<file path="src/rtl/trk_pkg.sv">
package trk_pkg;

    localparam int DATA_W     = 16;
    localparam int LEN_W      = 5;
    localparam int IDLE_W     = 8;
    localparam int SYNC_LEN   = 13;
    localparam int REPLY_BITS = 15;
    localparam int WIN_LO     = 1;
    localparam int WIN_HI     = 9;

    typedef enum logic [1:0] {
        ST_IDLE,
        ST_PKT,
        ST_CHK,
        ST_RPL
    } rx_state_t;

    typedef struct packed {
        logic [DATA_W-1:0] data;
        logic [LEN_W-1:0]  cnt;
        logic              first;
        logic              half;
    } pkt_acc_t;

    function automatic logic in_window(input logic [IDLE_W-1:0] c);
        return (c >= IDLE_W'(WIN_LO)) && (c <= IDLE_W'(WIN_HI));
    endfunction

endpackage

</file>
<file path="src/rtl/trk_line_sync.sv">
module trk_line_sync (
    input  logic clk,
    input  logic rst,
    input  logic line_i,
    output logic lvl_o,
    output logic fall_o
);
    logic [2:0] sh;

    always_ff @(posedge clk) begin
        if (rst) sh <= '1;
        else     sh <= {sh[1:0], line_i};
    end

    assign lvl_o  = sh[1];
    assign fall_o = sh[2] & ~sh[1];
endmodule

</file>
<file path="src/rtl/trk_tick_div.sv">
module trk_tick_div #(
    parameter int DIV = 4
) (
    input  logic clk,
    input  logic rst,
    input  logic restart,
    input  logic en,
    output logic tick_o
);
    localparam int CW = (DIV > 2) ? $clog2(DIV) : 1;
    localparam logic [CW-1:0] LAST = CW'(DIV - 1);

    logic [CW-1:0] cnt;

    assign tick_o = en && !restart && (cnt == LAST);

    always_ff @(posedge clk) begin
        if (rst || restart) cnt <= '0;
        else if (en)        cnt <= (cnt == LAST) ? '0 : cnt + 1'b1;
    end
endmodule

</file>
<file path="src/rtl/trk_pkt_rx.sv">
module trk_pkt_rx
    import trk_pkg::*;
#(
    parameter int FAST_DIV   = 12500,
    parameter int REPLY_DIV  = 62500,
    parameter int COARSE_DIV = 32768
) (
    input  logic              clk,
    input  logic              rst,
    input  logic              line_i,
    output logic [DATA_W-1:0] pkt_data,
    output logic [LEN_W-1:0]  pkt_len,
    output logic              pkt_sync,
    output logic              pkt_valid,
    output logic [DATA_W-1:0] rpl_data,
    output logic [LEN_W-1:0]  rpl_len,
    output logic              rpl_valid
);
    logic lvl, fall;
    logic f_tick, r_tick, c_tick;
    logic go_pkt, go_chk, go_rpl, pkt_done, rpl_last;

    rx_state_t         st;
    pkt_acc_t          acc;
    logic [DATA_W-1:0] rsh;
    logic [LEN_W-1:0]  rcnt;
    logic [IDLE_W-1:0] idle_cnt;

    trk_line_sync u_sync (
        .clk   (clk),
        .rst   (rst),
        .line_i(line_i),
        .lvl_o (lvl),
        .fall_o(fall)
    );

    always_comb begin
        go_pkt   = (st == ST_IDLE) && fall && !in_window(idle_cnt);
        go_chk   = (st == ST_IDLE) && fall &&  in_window(idle_cnt);
        go_rpl   = (st == ST_CHK) && f_tick && lvl;
        pkt_done = (st == ST_PKT) && f_tick && acc.half && acc.first && lvl;
        rpl_last = (st == ST_RPL) && r_tick && (rcnt == LEN_W'(REPLY_BITS - 1));
    end

    trk_tick_div #(.DIV(FAST_DIV)) u_fast (
        .clk    (clk),
        .rst    (rst),
        .restart(go_pkt || go_chk),
        .en     ((st == ST_PKT) || (st == ST_CHK)),
        .tick_o (f_tick)
    );

    trk_tick_div #(.DIV(REPLY_DIV)) u_slow (
        .clk    (clk),
        .rst    (rst),
        .restart(go_rpl),
        .en     (st == ST_RPL),
        .tick_o (r_tick)
    );

    trk_tick_div #(.DIV(COARSE_DIV)) u_coarse (
        .clk    (clk),
        .rst    (rst),
        .restart(pkt_done),
        .en     (1'b1),
        .tick_o (c_tick)
    );

    // idle counter: packet end clears, coarse tick counts, saturates
    always_ff @(posedge clk) begin
        if (rst)                              idle_cnt <= '1;
        else if (pkt_done)                    idle_cnt <= '0;
        else if (c_tick && (idle_cnt != '1))  idle_cnt <= idle_cnt + 1'b1;
    end

    always_ff @(posedge clk) begin
        if (rst) begin
            st        <= ST_IDLE;
            acc       <= '0;
            rsh       <= '0;
            rcnt      <= '0;
            pkt_data  <= '0;
            pkt_len   <= '0;
            pkt_sync  <= 1'b0;
            pkt_valid <= 1'b0;
            rpl_data  <= '0;
            rpl_len   <= '0;
            rpl_valid <= 1'b0;
        end else begin
            pkt_valid <= 1'b0;
            rpl_valid <= 1'b0;
            case (st)
                ST_IDLE: begin
                    if (go_pkt) begin
                        st  <= ST_PKT;
                        acc <= '{data: '0, cnt: '0, first: 1'b0, half: 1'b1};
                    end else if (go_chk) begin
                        st <= ST_CHK;
                    end
                end
                ST_PKT: begin
                    if (f_tick) begin
                        if (!acc.half) begin
                            acc.first <= lvl;
                            acc.half  <= 1'b1;
                        end else begin
                            acc.half <= 1'b0;
                            if (pkt_done) begin
                                pkt_data  <= acc.data;
                                pkt_len   <= acc.cnt;
                                pkt_sync  <= (acc.cnt == LEN_W'(SYNC_LEN));
                                pkt_valid <= 1'b1;
                                st        <= ST_IDLE;
                            end else begin
                                acc.data <= {acc.data[DATA_W-2:0], ~lvl};
                                acc.cnt  <= acc.cnt + 1'b1;
                            end
                        end
                    end
                end
                ST_CHK: begin
                    if (f_tick) begin
                        if (lvl) begin
                            st   <= ST_RPL;
                            rsh  <= '0;
                            rcnt <= '0;
                        end else begin
                            st <= ST_IDLE;
                        end
                    end
                end
                ST_RPL: begin
                    if (r_tick) begin
                        rsh  <= {rsh[DATA_W-2:0], lvl};
                        rcnt <= rcnt + 1'b1;
                        if (rpl_last) begin
                            rpl_data  <= {rsh[DATA_W-2:0], lvl};
                            rpl_len   <= LEN_W'(REPLY_BITS);
                            rpl_valid <= 1'b1;
                            st        <= ST_IDLE;
                        end
                    end
                end
                default: st <= ST_IDLE;
            endcase
        end
    end

    // packet strobe lasts one cycle
    a_r4_pkt_pulse: assert property (@(posedge clk) disable iff (rst)
        pkt_valid |=> !pkt_valid);

    // reply strobe lasts one cycle and carries a fixed length
    a_r8_rpl_pulse: assert property (@(posedge clk) disable iff (rst)
        rpl_valid |=> !rpl_valid);
    a_r8_rpl_len: assert property (@(posedge clk) disable iff (rst)
        rpl_valid |-> (rpl_len == LEN_W'(REPLY_BITS)) && !rpl_data[DATA_W-1]);

    // the two strobes are exclusive
    a_r10_excl: assert property (@(posedge clk) disable iff (rst)
        !(pkt_valid && rpl_valid));

    // idle counter sits at zero when a packet is reported, and stays saturated
    a_r6_clear: assert property (@(posedge clk) disable iff (rst)
        pkt_valid |-> (idle_cnt == '0));
    a_r6_sat: assert property (@(posedge clk) disable iff (rst)
        (idle_cnt == '1) |=> ((idle_cnt == '1) || (idle_cnt == '0)));

    // nothing but a sample tick moves the packet state on
    a_r9_hold: assert property (@(posedge clk) disable iff (rst)
        ((st == ST_PKT) && !f_tick) |=> (st == ST_PKT));

    // a low check sample drops the candidate without a packet
    a_r7_drop: assert property (@(posedge clk) disable iff (rst)
        ((st == ST_CHK) && f_tick && !lvl) |=> ((st == ST_IDLE) && !pkt_valid));
endmodule

</file>
<file path="config.mk">
export PLATFORM = sky130hd
export DESIGN_NAME = trk_pkt_rx
export DESIGN_NICKNAME = d
export VERILOG_FILES = /design/src/rtl/trk_pkg.sv /design/src/rtl/trk_line_sync.sv /design/src/rtl/trk_tick_div.sv /design/src/rtl/trk_pkt_rx.sv
export SDC_FILE = /design/constraint.sdc
export NUM_CORES = 1
export LEC_CHECK = 0
export CAP_MARGIN = 20
export CORE_ASPECT_RATIO = 0.5
export CORE_UTILIZATION = 30
export CTS_CLUSTER_SIZE = 24
export DETAILED_ROUTE_END_ITERATION = 7
export GPL_TIMING_DRIVEN = 0
export SLEW_MARGIN = 20
export SYNTH_ARGS = -nofsm -noshare
export SYNTH_HDL_FRONTEND = slang
export SYNTH_SLANG_ARGS = --single-unit
</file>
<file path="constraint.sdc">
create_clock -name clk -period 4.4 [get_ports clk]
set_clock_uncertainty 0.15 [all_clocks]
set_input_delay 0.88 -clock clk [delete_from_list [all_inputs] [get_ports clk]]
set_output_delay 0.88 -clock clk [all_outputs]
set_load 0.05 [all_outputs]
</file>
==> impl_results.md <==
* Synth Net Count at about 700
* Post-synth EDFFs at 0
* DIE AREA at 20700 µm²
* Setup crit start kind: flip-flop
* Total of max-cap violations at 0
* WS Path Type: reg2reg
* Fmax at around 340 MHz
* Most common cell after layout, fill and taps aside: dfxtp_1
* Root cell of the clock tree: clkbuf_16
* Hold-fix buffers, CTS at 0
* Top fanout value on the critical path at 10
* Mapped Cells at between 600 and 700
* Hold WC Path Type: reg2reg
* Run status: completed
* # rows at 36
* Nets at between 700 and 800
* Period utilisation layout at 0.667
* Leading cell types in the layout, fill and taps excluded: dfxtp_1 (142), nor2_1 (92), nand2_1 (72)
* Endpoints failing setup at 0
* Clock Latency Late Sink at 0.42 ns
* Post-Route Setup TNS at 0 ns
* Detailed placement HPWL at 8560 µm
* Pwr dens at 400 nW/µm²
* Clk sink count at between 100 and 150
* CTS tree: yes
* Final Hold Fails at 0
* Vias at approximately 4800
* CTS Buf Count at 17
* Initial core utilization at 0.308
* Final Critical Period at a little under 3 ns
* FFs w/ async S/R, synth at 0
* Top cells by area, synth: dfxtp_1 (47%), mux2i_1 (6.0%), nor2_1 (5.7%)
* Non-filler cells, final at ~1000
* RSZ-0062 raised after global routing: false
* Post-DR wirelength/cell at between 10 and 15 µm
* R2R Path End: pkt_data[14]
* Post-CTS Setup Bufs at 0
* Core area at about 20000 µm²
* Max clock buf depth at 2
* First-pass GRT wire length at 21700 µm
* Util after Layout at 0.380
* Design Area, Final at ~7400 µm²
* Clock Pin Slew Worst Setup and Hold Paths at approximately 0.06 ns
* R2r setup slk at about 1.5 ns
* Overflow after GRT at 0
* Arrival time at the worst endpoint at ~3.1 ns
* Post-DRT Antenna Nets at 0
* Avg Cell Area, Syn at approximately 8.8 µm²
* Largest net degree at the start of global routing at 17
* # diodes at 0
* Synth cell types at 56
* Die height at slightly above 100 µm
* Vias per cell at 4.72
* Number of global-route vias before repair at around 4500
* Yosys Warn Count at 0
* Reg2Reg Depth at 10
* Flop and latch count out of synthesis at approximately 140
* Leading area contributor after synthesis: dfxtp_1
* Data required, critical path at 4.59 ns
* GRT Resource Usage Total at 0.128
* Buffers on Ports at 46
* GPL Wtd Cong at approximately 0.8
* Rel. slew slack at 0.445
* DRT Wirelength at between 10000 and 15000 µm
* Hold Slack at around 0.26 ns
* Dpl cells at between 900 and 1000
* Area Overhead vs Synth at 23.3%
* Share of cells above drive strength 1 at 0.0804
* Crit end category: flip-flop
* Die width at between 200 and 250 µm
* Drt drc at 0
* Peak supply drop at about 270 µV
* DR pass1 iterations at 5
* I/O pin cnt at 48
* FILL cells at just under 2000
* Slew Viols, Final at 0
* Initial drt markers at slightly above 200
* Worst-margin pin slew at around 0.83 ns
* Capture point of the critical path: pkt_data[14]
* Static leakage at between 0.002 and 0.003 µW
* Crit path from: st[0]
* H-Tree Depth at 4
* Placed Area at 6820 µm²
* Top FF cell, synth: dfxtp_1
* Yosys top cell area share at 0.472
* R2r startpoint: st[0]
* # resized after CTS at 0
* Initial antenna violation count at 0
* Synth Cell Area at between 6000 and 7000 µm²
* Sequential area share after synthesis at 0.472
* Hold Path Cell Cnt at 1
routing by layer:
metal,vias to the layer above,routed length (µm),share of wire,GRT usage
met2,76,5620,0.45,0.210
met3,19,430,0.034,0.0316
met4,0,178,0.014,0.0376
li1,2488,-,-,-
met5,-,0,0,0
met1,2253,6280,0.50,0.168
critical path, stage by stage (launching register included):
cell	delay [ns]
dfxtp_1	0.38
inv_1	0.08
ha_1	0.28
buf_2	0.18
and4_1	0.24
nand4_1	0.22
nor3_1	0.54
buf_2	0.30
buf_2	0.28
nand2_1	0.09
a21oi_1	0.13
per-stage QoR:
stage               setup WS, ns  total power (µW)
floorplan                   1.97              1480
global placement            1.14              1510
detailed placement          1.12              1510
CTS                         1.47              3000
global route                1.17              3090
finish                      1.47              2970
how the worst min path moves through the flow:
stage	endpoint	slack, ns	start
2_1_floorplan	u_sync.sh[1]	0.24	u_sync.sh[0]
3_3_place_gp	u_sync.sh[1]	0.24	u_sync.sh[0]
3_5_place_dp	u_sync.sh[1]	0.25	u_sync.sh[0]
4_1_cts	u_sync.sh[1]	0.27	u_sync.sh[0]
5_1_grt	u_sync.sh[1]	0.27	u_sync.sh[0]
6_report	u_sync.sh[1]	0.26	u_sync.sh[0]
layout make-up:
class / count / area (µm²) / share of cell area
Sequential cell: 142 / 2840 / 0.383
Inverter: 20 / 75.1 / 0.0101
Clock buffer: 18 / 429 / 0.0578
Timing Repair Buffer: 46 / 460 / 0.0620
Clock inverter: 14 / 180 / 0.0243
Multi-Input combinational cell: 476 / 2900 / 0.391
Tap cell: 266 / 333 / 0.0448
Buffer: 43 / 206 / 0.0278
power breakdown:
part	leakage [µW]	switching [µW]	internal (µW)	total, µW
sequential	0.00115	14.4	1300	1320
combinational	0.00142	109	63.7	173
clock	0.000292	579	904	1480
logic make-up (layout without fill, tap and decap cells):
family	Yosys count	in the layout	synth area share
AO/OA/AOI/OAI	82	82	0.0839
XOR/XNOR	43	43	0.0625
adder cells (fa/ha/maj)	14	14	0.0291
buffers and inverters	63	141	0.0467
flip-flops	142	142	0.472
multiplexers	36	36	0.0598
other	1	1	0.000622
AND/OR/NAND/NOR	300	300	0.246
flip-flops by register name (all words and copies together), names as in the netlist:
signal and cells:
acc 23, idle_cnt 8, pkt_data 16, pkt_len 5
pkt_sync 1, pkt_valid 1, rcnt 5, rpl_data 16
rpl_len 1, rpl_valid 1, rsh 15, st 2
u_coarse.cnt 15, u_fast.cnt 14, u_slow.cnt 16, u_sync.sh 3
Yosys cell counts (4+ instances only):
cell      instances
a21oi_1          50
and3_1            6
and4_1            5
buf_2            15
buf_4             5
clkbuf_1         22
dfxtp_1         142
ha_1             14
inv_1            20
mux2i_1          36
nand2_1          72
nand3_1          42
nand4_1          33
nor2_1           92
nor3_1           10
o211ai_1          4
o21ai_0           5
o21ai_1           4
or3_1            11
or4_1             5
xnor2_1          20
xor2_1           23
Power figures use the tool's default switching activity.
